**config.mk**
```make
export PLATFORM = sky130hd
export DESIGN_NAME = host_bus_adapter
export DESIGN_NICKNAME = d
export VERILOG_FILES = /design/src/rtl/hba_pkg.sv /design/src/rtl/hba_sync.sv /design/src/rtl/hba_mode_det.sv /design/src/rtl/hba_access.sv /design/src/rtl/hba_regfile.sv /design/src/rtl/host_bus_adapter.sv
export SDC_FILE = /design/constraint.sdc
export NUM_CORES = 1
export LEC_CHECK = 0
export ABC_AREA = 1
export BUFFER_PORTS_ARGS = -buffer_cell sky130_fd_sc_hd__buf_2
export CAP_MARGIN = 20
export CORE_ASPECT_RATIO = 0.6
export CORE_MARGIN = 2
export CORE_UTILIZATION = 35
export CTS_BUF_LIST = sky130_fd_sc_hd__clkbuf_4 sky130_fd_sc_hd__clkbuf_8
export CTS_CLUSTER_DIAMETER = 80
export DETAILED_ROUTE_END_ITERATION = 7
export SLEW_MARGIN = 0
export SYNTH_ARGS = -nofsm -noshare
export SYNTH_HDL_FRONTEND = slang
export SYNTH_HIERARCHICAL = 1
export SYNTH_SLANG_ARGS = --single-unit
```
**constraint.sdc**
```tcl
create_clock -name clk_i -period 3.2 [get_ports clk_i]
set_clock_uncertainty 0.1 [all_clocks]
set_input_delay 0.64 -clock clk_i [delete_from_list [all_inputs] [get_ports clk_i]]
set_output_delay 0.64 -clock clk_i [all_outputs]
set_load 0.1 [all_outputs]
```
**src/rtl/hba_pkg.sv**
```systemverilog
package hba_pkg;
  typedef enum logic [1:0] {
    MODE_STRB_DIR = 2'd0,
    MODE_SEP_STRB = 2'd1,
    MODE_MUXED    = 2'd2
  } bus_mode_e;
endpackage

```
**src/rtl/hba_sync.sv**
```systemverilog
module hba_sync #(
  parameter int         W       = 1,
  parameter logic [W-1:0] RST_VAL = '0
) (
  input  logic         clk_i,
  input  logic         rst_ni,
  input  logic [W-1:0] d_i,
  output logic [W-1:0] q_o
);
  logic [W-1:0] s1_q, s2_q;

  always_ff @(posedge clk_i or negedge rst_ni) begin
    if (!rst_ni) begin
      s1_q <= RST_VAL;
      s2_q <= RST_VAL;
    end else begin
      s1_q <= d_i;
      s2_q <= s1_q;
    end
  end

  assign q_o = s2_q;
endmodule

```
**src/rtl/hba_mode_det.sv**
```systemverilog
module hba_mode_det
  import hba_pkg::*;
#(
  parameter int EDGE_MIN = 2
) (
  input  logic      clk_i,
  input  logic      rst_ni,
  input  logic      hrst_i,
  input  logic      ale_i,
  output bus_mode_e mode_o
);
  localparam int CW = $clog2(EDGE_MIN + 1);

  logic          ale_q;
  logic [CW-1:0] cnt_q;

  always_ff @(posedge clk_i or negedge rst_ni) begin
    if (!rst_ni) begin
      ale_q <= 1'b0;
      cnt_q <= '0;
    end else if (hrst_i) begin
      ale_q <= ale_i;  // no edge counted across host reset
      cnt_q <= '0;
    end else begin
      ale_q <= ale_i;
      if (ale_i != ale_q && cnt_q < CW'(EDGE_MIN)) cnt_q <= cnt_q + 1'b1;
    end
  end

  always_comb begin
    if (cnt_q >= CW'(EDGE_MIN)) mode_o = MODE_MUXED;
    else if (ale_i)             mode_o = MODE_STRB_DIR;
    else                        mode_o = MODE_SEP_STRB;
  end

  assert_mux_sticky_R4: assert property (@(posedge clk_i) disable iff (!rst_ni)
    (mode_o == MODE_MUXED && !hrst_i) |=> mode_o == MODE_MUXED);

  assert_hrst_clears_R9: assert property (@(posedge clk_i) disable iff (!rst_ni)
    hrst_i |=> mode_o != MODE_MUXED);
endmodule

```
**src/rtl/hba_access.sv**
```systemverilog
module hba_access
  import hba_pkg::*;
#(
  parameter int AW = 4,
  parameter int DW = 8
) (
  input  logic          clk_i,
  input  logic          rst_ni,
  input  logic          hrst_i,
  input  bus_mode_e     mode_i,
  input  logic          cs_n_i,
  input  logic          ctl_a_i,
  input  logic          ctl_b_i,
  input  logic          ale_i,
  input  logic [AW-1:0] addr_i,
  input  logic [DW-1:0] data_i,
  output logic          rd_act_o,
  output logic [AW-1:0] rd_addr_o,
  output logic          wr_o,
  output logic [AW-1:0] wr_addr_o,
  output logic [DW-1:0] wr_data_o
);
  logic          sel, strb, rd_raw, wr_raw, strb_act, wr_act;
  logic          strb_q, wr_act_q, ale_q, start, ale_fall, demux;
  logic [AW-1:0] addr_q;
  logic [DW-1:0] wdata_q;

  assign sel = !cs_n_i && !hrst_i;

  always_comb begin
    if (mode_i == MODE_STRB_DIR) begin
      strb   = !ctl_a_i;
      rd_raw = !ctl_a_i && ctl_b_i;
      wr_raw = !ctl_a_i && !ctl_b_i;
    end else begin
      strb   = !ctl_a_i || !ctl_b_i;
      rd_raw = !ctl_a_i;
      wr_raw = !ctl_b_i;
    end
  end

  assign strb_act = sel && strb;
  assign wr_act   = sel && wr_raw;
  assign demux    = mode_i != MODE_MUXED;
  assign start    = strb_act && !strb_q;
  assign ale_fall = ale_q && !ale_i;

  always_ff @(posedge clk_i or negedge rst_ni) begin
    if (!rst_ni) begin
      strb_q   <= 1'b0;
      wr_act_q <= 1'b0;
      ale_q    <= 1'b0;
      addr_q   <= '0;
      wdata_q  <= '0;
    end else if (hrst_i) begin
      strb_q   <= 1'b0;
      wr_act_q <= 1'b0;
      ale_q    <= ale_i;
      addr_q   <= '0;
    end else begin
      strb_q   <= strb_act;
      wr_act_q <= wr_act;
      ale_q    <= ale_i;
      if (wr_act) wdata_q <= data_i;
      if (demux && start)  addr_q <= addr_i;
      else if (ale_fall)   addr_q <= data_i[AW-1:0];
    end
  end

  assign rd_act_o  = sel && rd_raw;
  assign rd_addr_o = (demux && start) ? addr_i : addr_q;
  assign wr_o      = wr_act_q && !wr_act && !hrst_i;
  assign wr_addr_o = addr_q;
  assign wr_data_o = wdata_q;

  assert_single_wr_R6: assert property (@(posedge clk_i) disable iff (!rst_ni)
    wr_o |=> !wr_o);

  assert_addr_hold_R5: assert property (@(posedge clk_i) disable iff (!rst_ni)
    (demux && strb_act && strb_q && !ale_fall && !hrst_i) |=> $stable(addr_q));
endmodule

```
**src/rtl/hba_regfile.sv**
```systemverilog
module hba_regfile #(
  parameter int          AW       = 4,
  parameter int          DW       = 8,
  parameter int          RO_LAST  = 3,
  parameter int          WO_FIRST = 12,
  parameter logic [DW-1:0] RO_TAG = 8'hC0
) (
  input  logic          clk_i,
  input  logic          rst_ni,
  input  logic          we_i,
  input  logic [AW-1:0] waddr_i,
  input  logic [DW-1:0] wdata_i,
  input  logic [AW-1:0] raddr_i,
  output logic [DW-1:0] rdata_o
);
  localparam int DEPTH = 1 << AW;

  logic [DW-1:0] view [DEPTH];

  for (genvar i = 0; i < DEPTH; i++) begin : g_loc
    if (i <= RO_LAST) begin : g_ro
      assign view[i] = RO_TAG | DW'(i);
    end else if (i >= WO_FIRST) begin : g_wo
      assign view[i] = '0;  // accepted, not visible on reads
    end else begin : g_rw
      logic [DW-1:0] q;
      always_ff @(posedge clk_i or negedge rst_ni) begin
        if (!rst_ni)                           q <= '0;
        else if (we_i && waddr_i == AW'(i))    q <= wdata_i;
      end
      assign view[i] = q;
    end
  end

  assign rdata_o = view[raddr_i];
endmodule

```
**src/rtl/host_bus_adapter.sv**
```systemverilog
module host_bus_adapter
  import hba_pkg::*;
#(
  parameter int AW       = 4,
  parameter int DW       = 8,
  parameter int EDGE_MIN = 2,
  parameter int RO_LAST  = 3,
  parameter int WO_FIRST = 12
) (
  input  logic          clk_i,
  input  logic          rst_ni,
  input  logic          host_rst_i,
  input  logic          cs_ni,
  input  logic          ale_i,
  input  logic          ctl_a_i,
  input  logic          ctl_b_i,
  input  logic [AW-1:0] addr_i,
  input  logic [DW-1:0] data_i,
  output logic [DW-1:0] data_o,
  output logic          data_oe_o
);
  localparam int SW = 5 + AW + DW;
  localparam logic [SW-1:0] SYNC_RST = {1'b0, 1'b1, 1'b0, 1'b1, 1'b1, {AW{1'b0}}, {DW{1'b0}}};

  logic          hrst_s, cs_n_s, ale_s, ctl_a_s, ctl_b_s;
  logic [AW-1:0] addr_s, rd_addr, wr_addr;
  logic [DW-1:0] data_s, wr_data;
  logic          rd_act, wr;
  bus_mode_e     mode;

  hba_sync #(.W(SW), .RST_VAL(SYNC_RST)) u_sync (
    .clk_i (clk_i),
    .rst_ni(rst_ni),
    .d_i   ({host_rst_i, cs_ni, ale_i, ctl_a_i, ctl_b_i, addr_i, data_i}),
    .q_o   ({hrst_s, cs_n_s, ale_s, ctl_a_s, ctl_b_s, addr_s, data_s})
  );

  hba_mode_det #(.EDGE_MIN(EDGE_MIN)) u_mode (
    .clk_i (clk_i),
    .rst_ni(rst_ni),
    .hrst_i(hrst_s),
    .ale_i (ale_s),
    .mode_o(mode)
  );

  hba_access #(.AW(AW), .DW(DW)) u_acc (
    .clk_i    (clk_i),
    .rst_ni   (rst_ni),
    .hrst_i   (hrst_s),
    .mode_i   (mode),
    .cs_n_i   (cs_n_s),
    .ctl_a_i  (ctl_a_s),
    .ctl_b_i  (ctl_b_s),
    .ale_i    (ale_s),
    .addr_i   (addr_s),
    .data_i   (data_s),
    .rd_act_o (rd_act),
    .rd_addr_o(rd_addr),
    .wr_o     (wr),
    .wr_addr_o(wr_addr),
    .wr_data_o(wr_data)
  );

  hba_regfile #(.AW(AW), .DW(DW), .RO_LAST(RO_LAST), .WO_FIRST(WO_FIRST)) u_regs (
    .clk_i  (clk_i),
    .rst_ni (rst_ni),
    .we_i   (wr),
    .waddr_i(wr_addr),
    .wdata_i(wr_data),
    .raddr_i(rd_addr),
    .rdata_o(data_o)
  );

  assign data_oe_o = rd_act;

  assert_oe_needs_cs_R8: assert property (@(posedge clk_i) disable iff (!rst_ni)
    data_oe_o |-> !cs_n_s);

  assert_no_wr_unsel_R8: assert property (@(posedge clk_i) disable iff (!rst_ni)
    (cs_n_s && $past(cs_n_s)) |-> !wr);
endmodule

```
# Word-level counts from Yosys, hierarchy flattened

Cells that the tools add are included.

Register bits after elaboration: 115
Bits of input ports: 19
Output and inout port bits: 9
Logic and storage cells: 80

$add $sub $neg: 1
$lt $le $gt $ge: 3
Eq/ne operators: 10
Mux-type cells: 16
Bitwise operators: 2
Reduce and logical (&&, ||, !) cells: 32

Operators by type and width:

| operator                                                         | count |
|---|---|
| 8-bit binary-select mux with 4-bit select                        | 1 |
| 1-bit logical AND                                                | 20 |
| 4-bit by 3-bit == test with 1-bit output (second input constant) | 4 |
| 4-bit == test (second input constant)                            | 4 |
| 4-bit 2-to-1 mux                                                 | 4 |
| 8-bit 2-to-1 mux                                                 | 2 |
| 1-bit logical NOT                                                | 7 |
| 1-bit 2-to-1 mux                                                 | 6 |
| 2-bit 2-to-1 mux                                                 | 3 |
| 5-bit >= comparator (second input constant)                      | 1 |
| 4-bit NOT with 5-bit output                                      | 1 |
| 3-bit nonzero test                                               | 1 |
| 2-bit by 1-bit adder with 2-bit output (second input constant)   | 1 |
| 2-bit >= comparator (second input constant)                      | 1 |
| 2-bit logical NOT                                                | 1 |
| 2-bit less-than comparator (second input constant)               | 1 |
| 2-bit != test (second input constant)                            | 1 |
| 2-bit AND reduction                                              | 1 |
| 2-bit nonzero test                                               | 1 |
| 1-bit logical OR                                                 | 1 |
| 1-bit != test                                                    | 1 |
| 1-bit NOT                                                        | 1 |

# Logic depth before layout (Yosys ltp)

Word-level depth: 12
Gate-level depth with buffers: 17
Depth with buffers taken out: 15

# Cells and area by module

Netlist, hierarchy kept.

Modules (own cells, without submodules):

| module       | times used | cells an instance | area an instance (µm²) | seq. area each (µm²) |
|---|---|---|---|---|
| hba_regfile  | 1          | 420               | 3161.8                 | 1601.5 |
| hba_sync     | 1          | 34                | 858.3                  | 858.3 |
| hba_access   | 1          | 93                | 749.5                  | 375.4 |
| hba_mode_det | 1          | 23                | 171.4                  | 75.1 |

# Least setup slack after synthesis

Ideal clock, no wire load.

Path type: register -> output
Start: reg u_mode.cnt_q[1]
End: out data_o[2]
Arrival time: 2.648 ns
Required time: 2.460 ns
Setup slack: -0.188 ns
Stages on the path, launching flop included: 16
Buffers on the path: 2
Path through: dfrtp_1 -> ha_1 -> or2_1 -> nor2_2 -> nand2_2 -> nand3_4 -> nand2_1 -> nand2_1 -> clkbuf_1 -> buf_2 -> nor2_1 -> nor2_1 -> nand2_1 -> o21ai_0 -> nand2_1 -> nand2_1

Cells in the longest elaborated chain, start to end: 12
Elaborated cells on any way between the ends: 13
Those cells by class: order compare: 1; eq/ne: 1; mux: 6; bitwise: 1; reduce/logical: 4

Ends and longest elaborated chain:

| what                                                    | line                   | source |
|---|---|---|
| from (decl)                                             | hba_mode_det.sv:15     | `logic [CW-1:0] cnt_q;` |
| from (signal assigned)                                  | hba_mode_det.sv:26     | `if (ale_i != ale_q && cnt_q < CW'(EDGE_MIN)) cnt_q <= cnt_q + 1'b1;` |
| 2-bit >= comparator (*)                                 | hba_mode_det.sv:31     | `if (cnt_q >= CW'(EDGE_MIN)) mode_o = MODE_MUXED;` |
| 2-bit 2-to-1 mux (*)                                    | hba_mode_det.sv:31     |  |
| named net mode[1]                                       | host_bus_adapter.sv:29 | `bus_mode_e mode;` |
| 2-bit logical NOT                                       | hba_access.sv:31       | `if (mode_i == MODE_STRB_DIR) begin` |
| 1-bit 2-to-1 mux                                        | hba_access.sv:31       |  |
| 1-bit logical AND                                       | hba_access.sv:42       | `assign strb_act = sel && strb;` |
| 1-bit logical AND                                       | hba_access.sv:45       | `assign start = strb_act && !strb_q;` |
| 1-bit logical AND (*)                                   | hba_access.sv:71       | `assign rd_addr_o = (demux && start) ? addr_i : addr_q;` |
| 4-bit 2-to-1 mux (*)                                    | hba_access.sv:71       |  |
| named net rd_addr[0]                                    | host_bus_adapter.sv:26 | `logic [AW-1:0] addr_s, rd_addr, wr_addr;` |
| 4-bit NOT with 5-bit output (not written as such) (*)   | hba_regfile.sv:35      | `assign rdata_o = view[raddr_i];` |
| 8-bit binary-select mux with 4-bit select (*)           | hba_regfile.sv:35      |  |
| 8-bit 2-to-1 mux (not written as such) (*) (2 in a row) | hba_regfile.sv:35      |  |
| to (decl)                                               | host_bus_adapter.sv:19 | `output logic [DW-1:0] data_o,` |

Mark *: on every way through the listed nets, which the timed path passes. The rest lies on a longest branch. The select of a mux whose other input is x is not followed.

# Worst setup path in the final report

Start: reg u_mode.cnt_q[1]
End: out data_o[7]

The elaborated chain is that of the path after synthesis.

==> results.tsv <==
stage	metric	value	unit
status	status	finished with violations	
status	violations	setup timing	
synthesis	synth_top_cell_by_area	dfrtp_1	
routing	route.detailed.drc	0	
timing	tightest_slew	0.563	ns
global_routing	grt_max_degree	82	
pwr	power_leakage	3.06	nW
global_routing	antenna_found_initial	0	
timing	finalHoldViolCount	0	
timing	fmax	281	MHz
critical_path	r2r_setup_slack	-0.10	ns
routing	wire_per_inst	14.7	um
finish	final_nets	661	
finish	area_growth	27.5	%
finish	fin_cells	846	
synthesis	synth_fa_ha_area_share	0.253	%
critical_path	worstPathMaxFanout	8	
flow_run	maxCapViolCount	0	
placement	gp_congestion	0.899	
synthesis	synth_area	4940	sq um
timing	max-slew-margin-rel	62.4	%
routing	vias_per_cell	4.80	
critical_path	crit_type	register to output pin	
routing	wirelength	12400	um
synthesis	ys_ff_latch	116	
min_path	hp-class	primary input to asynchronous set/reset pin	
finish	final_cell_mix	nand2_1 (211), dfrtp_1 (109), o21ai_0 (69)	
placement	hpwl	7920	um
placement	dp_cells	787	
clocking	clk_latency	0.43	ns
floorplan	ios	28	
timing	period_minus_slack	3.55	ns
timing	rsz0062_at_grt	true	
critical_path	reg2reg_to	u_acc/wr_addr_o[1]$_DFFE_PN0P_	
critical_path	cp-start-kind	register	
floorplan	initial_core_util	36.0	%
global_routing	grt_pass1_vias	3884	
critical_path	cp-end-kind	output pin	
pwr	ir_drop	0.000319	V
clocking	htreeDepth	4	
clocking	cts.sinks	116	
clocking	cts.clk_slew.worst_paths	0.07	ns
floorplan	core_area	13700	sq um
synthesis	synthCells	570	
synthesis	ys_top_cells_by_area	dfrtp_1 (56%), nand2_1 (17%), o21ai_0 (7.9%), inv_1 (3.3%), dfstp_2 (3.2%)	
critical_path	r2r-start	u_mode/cnt_q[1]$_DFFE_PN0P_	
synthesis	synth-compound-area-share	9.67	%
placement	place_area	5500	sq um
timing	hold_slack	0.0675	ns
timing	post-route-period-util	111	%
routing	vias	4060	
clocking	cts_buffers	17	
finish	final_layout_size_suffix_gt1_share	25.5	%
critical_path	rr_worst_depth	21	
synthesis	yosys.area_share.simple	25.0	%
floorplan	die_w	157	um
finish	layout_commonest_cell	nand2_1	
floorplan	die_area	15100	sq um
synthesis	ys_seq_area_share	58.9	%
finish	diodes	0	
routing	dr.pass1.iters	5	
clocking	ctsLongestPathBuffers	2	
synthesis	syn_nets	590	
clocking	cts_tree	built	
critical_path	cp_data_arrival_time	2.81	ns
finish	utilization	45.9	%
routing	drtIter0Drc	397	
synthesis	synth_xor_area_share	0	%
synthesis	synth_top_cell_area_share	55.7	%
synthesis	synth_top_family_by_area	simple AND/OR/NAND/NOR gates	
timing	fin_ws	-0.353	ns
routing	antenna_left	0	
synthesis	synth_cell_type_count	25	
global_routing	grt.total_usage	17.6	%
clocking	cts_root_buffer	clkbuf_8	
timing	finalMaxSlewViolations	0	
synthesis	synthMuxAreaShare	0	%
global_routing	grt_pass1_wl	19900	um
critical_path	critPathLaunch	u_mode/cnt_q[1]$_DFFE_PN0P_	
synthesis	yosys_warnings	6	
critical_path	crit_required	2.46	ns
pwr	power_density	607	nW/um^2
placement	io_buffers	27	
timing	setup_viol	9	
floorplan	rows	33	
global_routing	grt-ovfl-total	0	
synthesis	synth_area_per_cell	8.67	sq um
finish	n_fill_cell	1301	
finish	final_area	6300	sq um
floorplan	die_height	96.0	um
==> final cells by class <==
type | instances | area [sq um] | share of cell area, %
Sequential cell | 116 | 2910 | 46.2
Multi-Input combinational cell | 387 | 1850 | 29.4
Timing Repair Buffer | 71 | 706 | 11.2
Clock buffer | 28 | 354 | 5.62
Tap cell | 192 | 240 | 3.81
Inverter | 48 | 188 | 2.98
Clock inverter | 4 | 45.0 | 0.715
==> logic make-up (layout without fill, tap and decap cells) <==
family | count (synthesis) | in the layout
AOI/OAI and AO/OA | 88 | 88
buffers and inverters | 67 | 151
DFF | 116 | 116
adders and majority gates | 1 | 1
and+or+nand+nor | 298 | 298
==> worst max path at each step <==
stage	slack [ns]	end
after floorplan	0.06	data_o[2]
after global placement	0.13	data_o[1]
after detailed placement	0.06	data_o[2]
after CTS	-0.26	data_o[5]
after global routing	-0.47	data_o[6]
final	-0.35	data_o[7]
==> per-layer routing <==
metal | global-route usage (%) | routed length, um | up-vias
li1 | - | - | 1932
met2 | 25.4 | 5250 | 152
met1 | 25.4 | 6130 | 1956
met3 | 4.41 | 828 | 20
met4 | 7.20 | 212 | 0
met5 | 0 | 0 | -
==> critical path, cell delays in order (launching register included) <==
cell and delay [ns]:
dfrtp_2 0.44, ha_4 0.16, or2_4 0.25, a21oi_4 0.19, buf_4 0.15, nand4_1 0.15
nand2_2 0.19, clkinvlp_4 0.24, a21oi_1 0.16, o21ai_0 0.10, nand3_1 0.13, nand2_4 0.07
buf_12 0.16
==> where the power goes <==
group	total, mW	switching (mW)	internal [mW]	leakage (nW)
clock	1.35	0.566	0.780	0.214
sequential	1.66	0.0937	1.57	1.51
combinational	0.814	0.506	0.308	1.34
total	3.82	1.17	2.66	3.06
==> synthesized netlist by cell type, drive strengths merged <==
| library cell | instances |
|---|---|
| nand2 | 233 |
| dfrtp | 110 |
| o21ai | 80 |
| inv | 48 |
| nor2 | 39 |
| buf | 17 |
| nand3 | 17 |
| a21oi | 8 |
| dfstp | 6 |
| nand4 | 6 |
| or2 | 3 |
| clkbuf | 2 |
| ha | 1 |
==> timing repair <==
action,CTS,global route
hold buffers,0,0
gates cloned,2,0
resized for setup,27,25
pin swaps,11,7
buffers inserted,23,3
endpoints found under the setup margin,8,9
==> metrics by stage <==
| stage | TNS [ns] | setup WS [ns] | total power, mW |
|---|---|---|---|
| CTS | -1.92 | -0.256 | 3.82 |
| global placement | 0 | 0.133 | 2.35 |
| detailed placement | 0 | 0.0642 | 2.36 |
| finish | -2.40 | -0.353 | 3.82 |
| global route | -3.46 | -0.475 | 4.00 |
| floorplan | 0 | 0.0594 | 2.10 |
==> registers in the layout, summed over array words and instances, names as in the netlist <==
signal               cells
u_acc/wr_data_o          8
u_regs/g_loc.g_rw.q     64
u_sync/q_o              17
u_acc/strb_q             1
u_acc/ale_q              1
u_mode/ale_q             1
u_acc/wr_addr_o          4
u_mode/cnt_q             2
u_acc/wr_act_q           1
u_sync/s1_q             17
Power figures use the tool's default switching activity.
